**src/rtl/fpscr_pkg.sv**
```systemverilog
package fpscr_pkg;

  typedef enum logic [1:0] {
    MODE_ARITH = 2'd0,
    MODE_CMP   = 2'd1,
    MODE_SWC   = 2'd2,
    MODE_RSVD  = 2'd3
  } scr_mode_e;

  typedef enum logic [2:0] {
    CLS_ZERO = 3'd0,
    CLS_SUB  = 3'd1,
    CLS_NORM = 3'd2,
    CLS_INF  = 3'd3,
    CLS_NAN  = 3'd4
  } scr_class_e;

  localparam int CAUSE_W   = 3;
  localparam int CAUSE_INV = 0;
  localparam int CAUSE_OVF = 1;
  localparam int CAUSE_UNF = 2;

endpackage

```
**src/rtl/fpscr_classify.sv**
```systemverilog
module fpscr_classify
  import fpscr_pkg::*;
#(
  parameter int EXP_W  = 11,
  parameter int FRAC_W = 52
) (
  input  logic [EXP_W-1:0]  exp_i,
  input  logic [FRAC_W-1:0] frac_i,
  output scr_class_e        cls_o
);

  logic exp_zero;
  logic exp_ones;
  logic frac_nz;

  assign exp_zero = (exp_i == '0);
  assign exp_ones = (exp_i == '1);
  assign frac_nz  = (frac_i != '0);

  always_comb begin
    if (exp_zero)      cls_o = frac_nz ? CLS_SUB : CLS_ZERO;
    else if (exp_ones) cls_o = frac_nz ? CLS_NAN : CLS_INF;
    else               cls_o = CLS_NORM;
  end

endmodule

```
**src/rtl/fpscr_policy.sv**
```systemverilog
module fpscr_policy
  import fpscr_pkg::*;
#(
  parameter int W = 64
) (
  input  scr_class_e         cls_i,
  input  scr_mode_e          mode_i,
  input  logic               flush_i,
  input  logic [W-1:0]       opnd_i,
  output logic [W-1:0]       opnd_o,
  output logic               trap_o,
  output logic [CAUSE_W-1:0] cause_o
);

  logic [W-1:0] signed_zero;
  logic         swc;
  logic         arith_like;

  assign signed_zero = {opnd_i[W-1], {(W-1){1'b0}}};
  assign swc         = (mode_i == MODE_SWC);
  assign arith_like  = (mode_i == MODE_ARITH) || (mode_i == MODE_RSVD);

  always_comb begin
    opnd_o  = opnd_i;
    trap_o  = 1'b0;
    cause_o = '0;
    unique case (cls_i)
      CLS_ZERO: begin
        if (swc && flush_i) opnd_o = signed_zero;
      end
      CLS_SUB: begin
        if (flush_i) begin
          opnd_o = signed_zero;
        end else if (!swc) begin
          trap_o             = 1'b1;
          cause_o[CAUSE_UNF] = 1'b1;
        end
      end
      CLS_INF: begin
        if (arith_like) begin
          trap_o             = 1'b1;
          cause_o[CAUSE_OVF] = 1'b1;
        end
      end
      CLS_NAN: begin
        if (!swc) begin
          trap_o             = 1'b1;
          cause_o[CAUSE_INV] = 1'b1;
        end
      end
      default: ;
    endcase
  end

endmodule

```
**src/rtl/fp_operand_screen.sv**
```systemverilog
module fp_operand_screen
  import fpscr_pkg::*;
#(
  parameter int EXP_W  = 11,
  parameter int FRAC_W = 52
) (
  input  logic                          clk,
  input  logic                          rst,
  input  logic                          in_valid,
  input  logic [EXP_W+FRAC_W:0]         in_opnd,
  input  logic [1:0]                    in_mode,
  input  logic                          in_flush,
  output logic                          out_valid,
  output logic [EXP_W+FRAC_W:0]         out_opnd,
  output logic                          out_trap,
  output logic [fpscr_pkg::CAUSE_W-1:0] out_cause
);

  localparam int W = EXP_W + FRAC_W + 1;

  scr_class_e         cls;
  logic [W-1:0]       nxt_opnd;
  logic               nxt_trap;
  logic [CAUSE_W-1:0] nxt_cause;

  fpscr_classify #(.EXP_W(EXP_W), .FRAC_W(FRAC_W)) u_cls (
    .exp_i  (in_opnd[W-2 -: EXP_W]),
    .frac_i (in_opnd[FRAC_W-1:0]),
    .cls_o  (cls)
  );

  fpscr_policy #(.W(W)) u_pol (
    .cls_i   (cls),
    .mode_i  (scr_mode_e'(in_mode)),
    .flush_i (in_flush),
    .opnd_i  (in_opnd),
    .opnd_o  (nxt_opnd),
    .trap_o  (nxt_trap),
    .cause_o (nxt_cause)
  );

  always_ff @(posedge clk) begin
    if (rst) begin
      out_valid <= 1'b0;
      out_opnd  <= '0;
      out_trap  <= 1'b0;
      out_cause <= '0;
    end else begin
      out_valid <= in_valid;
      out_trap  <= in_valid & nxt_trap;
      out_cause <= in_valid ? nxt_cause : '0;
      if (in_valid) out_opnd <= nxt_opnd;
    end
  end


  trap_needs_valid_chk: assert property (@(posedge clk) disable iff (rst)
    out_trap |-> out_valid);


  cause_shape_chk: assert property (@(posedge clk) disable iff (rst)
    out_trap ? ($countones(out_cause) == 1) : (out_cause == '0));


  swc_no_trap_chk: assert property (@(posedge clk) disable iff (rst)
    (in_valid && in_mode == 2'd2) |=> !out_trap);


  normal_pass_chk: assert property (@(posedge clk) disable iff (rst)
    (in_valid && in_opnd[W-2 -: EXP_W] != '0 && in_opnd[W-2 -: EXP_W] != '1)
      |=> (!out_trap && out_opnd == $past(in_opnd)));


  flush_sub_chk: assert property (@(posedge clk) disable iff (rst)
    (in_valid && in_flush && in_opnd[W-2 -: EXP_W] == '0 && in_opnd[FRAC_W-1:0] != '0)
      |=> (!out_trap && out_opnd == {$past(in_opnd[W-1]), {(W-1){1'b0}}}));


  cmp_inf_pass_chk: assert property (@(posedge clk) disable iff (rst)
    (in_valid && in_mode == 2'd1 && in_opnd[W-2 -: EXP_W] == '1 && in_opnd[FRAC_W-1:0] == '0)
      |=> (!out_trap && out_opnd == $past(in_opnd)));


  idle_hold_chk: assert property (@(posedge clk) disable iff (rst)
    !in_valid |=> (!out_valid && !out_trap && $stable(out_opnd)));

endmodule

```
**config.mk**
```make
export PLATFORM = sky130hd
export DESIGN_NAME = fp_operand_screen
export DESIGN_NICKNAME = d
export VERILOG_FILES = /design/src/rtl/fpscr_pkg.sv /design/src/rtl/fpscr_classify.sv /design/src/rtl/fpscr_policy.sv /design/src/rtl/fp_operand_screen.sv
export SDC_FILE = /design/constraint.sdc
export NUM_CORES = 1
export LEC_CHECK = 0
export BUFFER_PORTS_ARGS = -buffer_cell sky130_fd_sc_hd__buf_2
export CORE_AREA = 2 2 56 111
export CTS_CLUSTER_SIZE = 30
export DETAILED_ROUTE_END_ITERATION = 10
export DIE_AREA = 0 0 58 113
export PLACE_DENSITY = 0.76
export SETUP_SLACK_MARGIN = 0.4
export SLEW_MARGIN = 40
export SYNTH_ARGS = -nofsm -noshare
export SYNTH_HDL_FRONTEND = slang
export SYNTH_SLANG_ARGS = --single-unit
```
**constraint.sdc**
```tcl
create_clock -name clk -period 1.3 [get_ports clk]
set_input_delay 0.065 -clock clk [delete_from_list [all_inputs] [get_ports clk]]
set_output_delay 0.065 -clock clk [all_outputs]
set_load 0.01 [all_outputs]
```
==> Word-level counts from Yosys, hierarchy flattened <==
Cells that the tools add are included.
{ "word_totals": {"ff_bits": 69, "latch_bits": 0, "mem_bits_rw": 0, "mem_bits_ro": 0, "in_bits": 70, "mem_count": 0} }
{ "classes": {"add_sub_neg": 0, "mul": 0, "n_div": 0, "order_cmp": 0, "eq_ne": 6, "shift": 0, "muxes": 11, "bitwise": 5, "reduce_logical": 9} }
{ "op_table": {"columns": ["cell", "n"], "rows": [
  ["$mux 63", 2],
  ["$pmux 63 s2", 1],
  ["$reduce_bool 52->1", 1],
  ["$eq 11x11->1 const B", 1],
  ["$logic_not 11->1", 1],
  ["$mux 3", 3],
  ["$reduce_or 3->1", 3],
  ["$eq 2x2->1 const B", 2],
  ["$mux 1", 4],
  ["$not 1->1", 4],
  ["$eq 3x1->1 const B", 1],
  ["$eq 3x2->1 const B", 1],
  ["$eq 3x3->1 const B", 1],
  ["$logic_not 3->1", 1],
  ["$pmux 1 s3", 1],
  ["$logic_not 2->1", 1],
  ["$and 1x1->1", 1],
  ["$logic_and 1x1->1", 1],
  ["$logic_or 1x1->1", 1]
]} }

==> Depth between registers and ports, before layout <==
{ "logic_depth": {"word_depth": 7, "mapped_depth": 6, "depth_no_buf": 5} }

==> By module <==
Synthesis repeated with hierarchy kept, for this count alone.
{ "hier_totals": {"cells_unflattened": 334, "hier_area_um2": 3296.9} }
{ "modules_own_cells": {"columns": ["mod", "n_inst", "cells_per_inst", "area_per_inst_um2", "seq_area_each_um2"], "rows": [
  ["fp_operand_screen", 1, 216, 2423.6, 1381.3],
  ["fpscr_policy", 1, 89, 681.9, 0.0],
  ["fpscr_classify", 1, 29, 191.4, 0.0]
]} }

==> Least setup slack after synthesis <==
OpenSTA, ideal clock, no wires.
{ "synth_path": {"kind": "input port to flip-flop", "from": "input port in_opnd[56]", "to": "register out_opnd[0]", "t_arrival_ns": 1.027, "required_time_ns": 1.183, "slack_ns": 0.156, "cell_stages": 6, "path_buffers": 1, "cell_sequence": "nor4_1 -> nand2_1 -> nor2_1 -> a21oi_1 -> buf_2 -> a22o_1"} }
{ "synth_via": {"elab_chain_len": 5} }
{ "synth_lines": {"columns": ["item", "line_no", "text"], "rows": [
  ["start, declared", "fp_operand_screen.sv:10", "input logic [EXP_W+FRAC_W:0] in_opnd,"],
  ["$eq 11x11->1", "fpscr_classify.sv:17", "assign exp_ones = (exp_i == '1);"],
  ["$mux 3", "fpscr_classify.sv:22", "else if (exp_ones) cls_o = frac_nz ? CLS_NAN : CLS_INF;"],
  ["$mux 3 *", "fpscr_classify.sv:21", "if (exp_zero) cls_o = frac_nz ? CLS_SUB : CLS_ZERO;"],
  ["$eq 3x1->1 / $logic_not 3->1 (equally long branches)", "fpscr_policy.sv:27", "unique case (cls_i)"],
  ["$pmux 63 s2 *", "fpscr_policy.sv:27", null],
  ["end signal, assigned", "fp_operand_screen.sv:52", "if (in_valid) out_opnd <= nxt_opnd;"],
  ["end, declared", "fp_operand_screen.sv:14", "output logic [EXP_W+FRAC_W:0] out_opnd,"]
]} }
Mark *: on every way between the ends. The rest lies on a longest branch, timed or not.
A chain may end at the register's enable or synchronous reset.

==> Worst setup path after layout <==
{ "layout_path": {"from": "input port in_opnd[38]", "to": "register out_trap"} }
{ "layout_via": {"elab_chain_len": 7} }
{ "layout_lines": {"columns": ["item", "line_no", "text"], "rows": [
  ["$reduce_bool 52->1 *", "fpscr_classify.sv:18", "assign frac_nz = (frac_i != '0);"],
  ["$mux 3 (2 in a row)", "fpscr_classify.sv:22", null],
  ["$mux 3 *", "fpscr_classify.sv:21", null],
  ["$eq 3x3->1 (tied with other cells)", "fpscr_policy.sv:27", null],
  ["$pmux 1 s3 *", "fpscr_policy.sv:27", null],
  ["$and 1x1->1 *", "fp_operand_screen.sv:50", "out_trap <= in_valid & nxt_trap;"],
  ["end signal, assigned", "fp_operand_screen.sv:50", null],
  ["end, declared", "fp_operand_screen.sv:15", "output logic out_trap,"]
]} }
Marks and branches as above.

==> metrics.csv <==
metric,value,unit
yosysSeqAreaShare,59.6,%
sequentialPowerShare,39.9,%
finClkSkew,0,ps
clk_latency,330,ps
end_kind,register,
tightest_slew,561,ps
power,5.77,mW
async_reset_ff_share,0,%
fp-row-count,39,
whs,12.5,ps
max_cap_violations,0,
syn_area,0.00232,sq mm
max_freq,0.850,GHz
register_area,0.00139,sq mm
die_h,113,um
grtUsageTotal,25.4,%
synth.largest_area_cell,dfxtp_1,
holdPathStages,2,
pin_count,139,
synthCells,201,
clock_sinks,69,
startpoint_type,primary input,
post_dp_cell_area,0.00330,sq mm
ir_drop,1.44,mV
cts_buffers,9,
synth_fp_nets,272,
cp-startpoint,in_opnd[38],
drc,0,
synth_area_leaders,"dfxtp_1, a22o_1, mux2i_1, nor4_1, nor2_1",
status,finished clean,
grt_max_degree,53,
cts_tree,built,
die_w,58,um
initial_core_util,41.0,%
cellLeakagePower,2.12,nW
whs_endpoint,out_opnd[5],
layout_common_cells,"buf_2, dfxtp_1, a22o_1, dlygate4sd3_1, buf_4",
min_period,1180,ps
synthFlopType,dfxtp_1,
tns,0,ps
yosysTopAreaCellShare,59.6,%
p_sw,1.29,mW
coreArea,0.00566,sq mm
diodes,0,
drv_slew,0,
cts_root_buffer,clkbuf_16,
cp_max_fo,3,
gp_congestion,0.803,
report.final.setup_viol,0,
viasPerCell,5.44,
critical_path_required,1560,ps
hpwl,5.08,mm
timing.rr.start,out_opnd[59],
fill_cells,324,
r2r_setup_slack,650,ps
vias,2594,
power_density,1310,mW/mm^2
drt-wirelength-per-cell,18.3,um
hold_viol,0,
synth_edf_count,0,
ys_warn_count,0,
swShare,22.4,%
final_nets,482,
drt_iter0_drc,120,
rr_worst_depth,2,
grt-ovfl-total,0,
pwr-share-clk,45.5,%
drive_gt1_share,50.7,%
slew_headroom,62.5,%
min_path_type,primary input to register,
ys_ff_latch,69,
ant_nets,0,
syn_to_final_growth,90.5,%
multi_input_area,0.00107,sq mm
grt_first_pass_wirelength,12.4,mm
port_buffers,138,
grt_pass1_vias,2654,
cts.clk_slew.worst_paths,50,ps
dr.pass1.iters,4,
syn_area_per_cell,11.5,sq um
worstPathArrival,1440,ps
antenna_found_initial,0,
comb_power_share,14.5,%
internal_power,4.47,mW
design_area,0.00442,sq mm
worstHoldStart,in_opnd[5],
yosys.cell_types.count,20,
criticalPathCategory,primary input to register,
totalWireLength,8.71,mm
r2r-end,out_opnd[59],
min_period_over_period,90.5,%
rsz0062_at_grt,yes,
clockBufferDepth,2,
htreeDepth,3,
final_common_cell,buf_2,
die-area,0.00655,sq mm
cell type report:
cell class	instances	area share, %
repair buffers	212	35.0
flip-flops and latches	69	31.5
multi-input cells	117	24.2
clock buffers	12	5.81
well taps	61	1.73
clock inverters	4	1.59
inverters	2	0.170
power by group through the flow:
stage               Combinational (mW)  Clock [mW]  Sequential (mW)
floorplan                        0.206           0             2.39
global placement                 0.606           0             2.33
detailed placement               0.616           0             2.34
CTS                              0.775        2.66             2.29
global route                     0.890        2.72             2.31
finish                           0.836        2.63             2.30
worst max path at each step:
stage	depth (start not counted)	to	slack [ps]
after detailed placement	6	out_trap	-450
after CTS	6	out_trap	180
after global routing	7	out_trap	20
after floorplan	6	out_opnd[0]	190
after global placement	6	out_trap	-420
final	7	out_trap	120
through the flow:
| stage | setup slack, ps | utilization, % | instances |
|---|---|---|---|
| after floorplan | 189 | - | 201 |
| after global placement | -416 | 58.2 | 407 |
| after CTS | 183 | 74.9 | 470 |
| after global routing | 15.3 | 78.0 | 477 |
| final | 124 | 78.0 | 477 |
| after detailed placement | -448 | 58.2 | 407 |
worst max-delay path: stages:
cell      delay, ps
buf_2           120
nor4_2          300
buf_4           160
nand4_1         160
nor4_4          290
and4_1          230
o21bai_1        100
registers in the layout (all words and copies together), names as in the netlist:
signal / count
out_valid: 1
out_cause: 3
out_opnd: 64
out_trap: 1
logic make-up after synthesis:
group	Yosys count	share of synthesized area [%]
adders and majority gates	1	0.540
and+or+nand+nor	49	11.5
AOI/OAI and AO/OA	55	20.4
buffers and inverters	15	2.75
muxes	12	5.18
DFF	69	59.6
synth_stat cells (2+ instances only):
| master | count |
|---|---|
| nand3_1 | 2 |
| nand4_1 | 4 |
| inv_1 | 2 |
| nand2b_1 | 2 |
| nor2_1 | 17 |
| nor3_1 | 3 |
| buf_2 | 6 |
| nand2_1 | 2 |
| nor4_2 | 2 |
| nor4_1 | 15 |
| clkbuf_1 | 7 |
| a22o_1 | 52 |
| dfxtp_1 | 69 |
| mux2i_1 | 12 |
per-layer routing:
metal | routed length, um | global-route usage (%) | vias up | share of wire (%)
li1 | - | - | 1194 | -
met1 | 3080 | 24.7 | 1256 | 35
met2 | 4840 | 45.8 | 113 | 56
met3 | 404 | 4.91 | 31 | 4.6
met4 | 377 | 17.8 | 0 | 4.3
met5 | 0 | 0 | - | 0
what timing repair did:
| action | 4_1_cts | 5_1_grt |
|---|---|---|
| endpoints found under the hold margin | 43 | 2 |
| resized for setup | 24 | 26 |
| setup buffers | 3 | 2 |
| setup endpoints to repair | 56 | 64 |
| gates cloned | 2 | 3 |
| pin swaps | 7 | 10 |
| hold buffers | 42 | 2 |
Power figures use the tool's default switching activity.
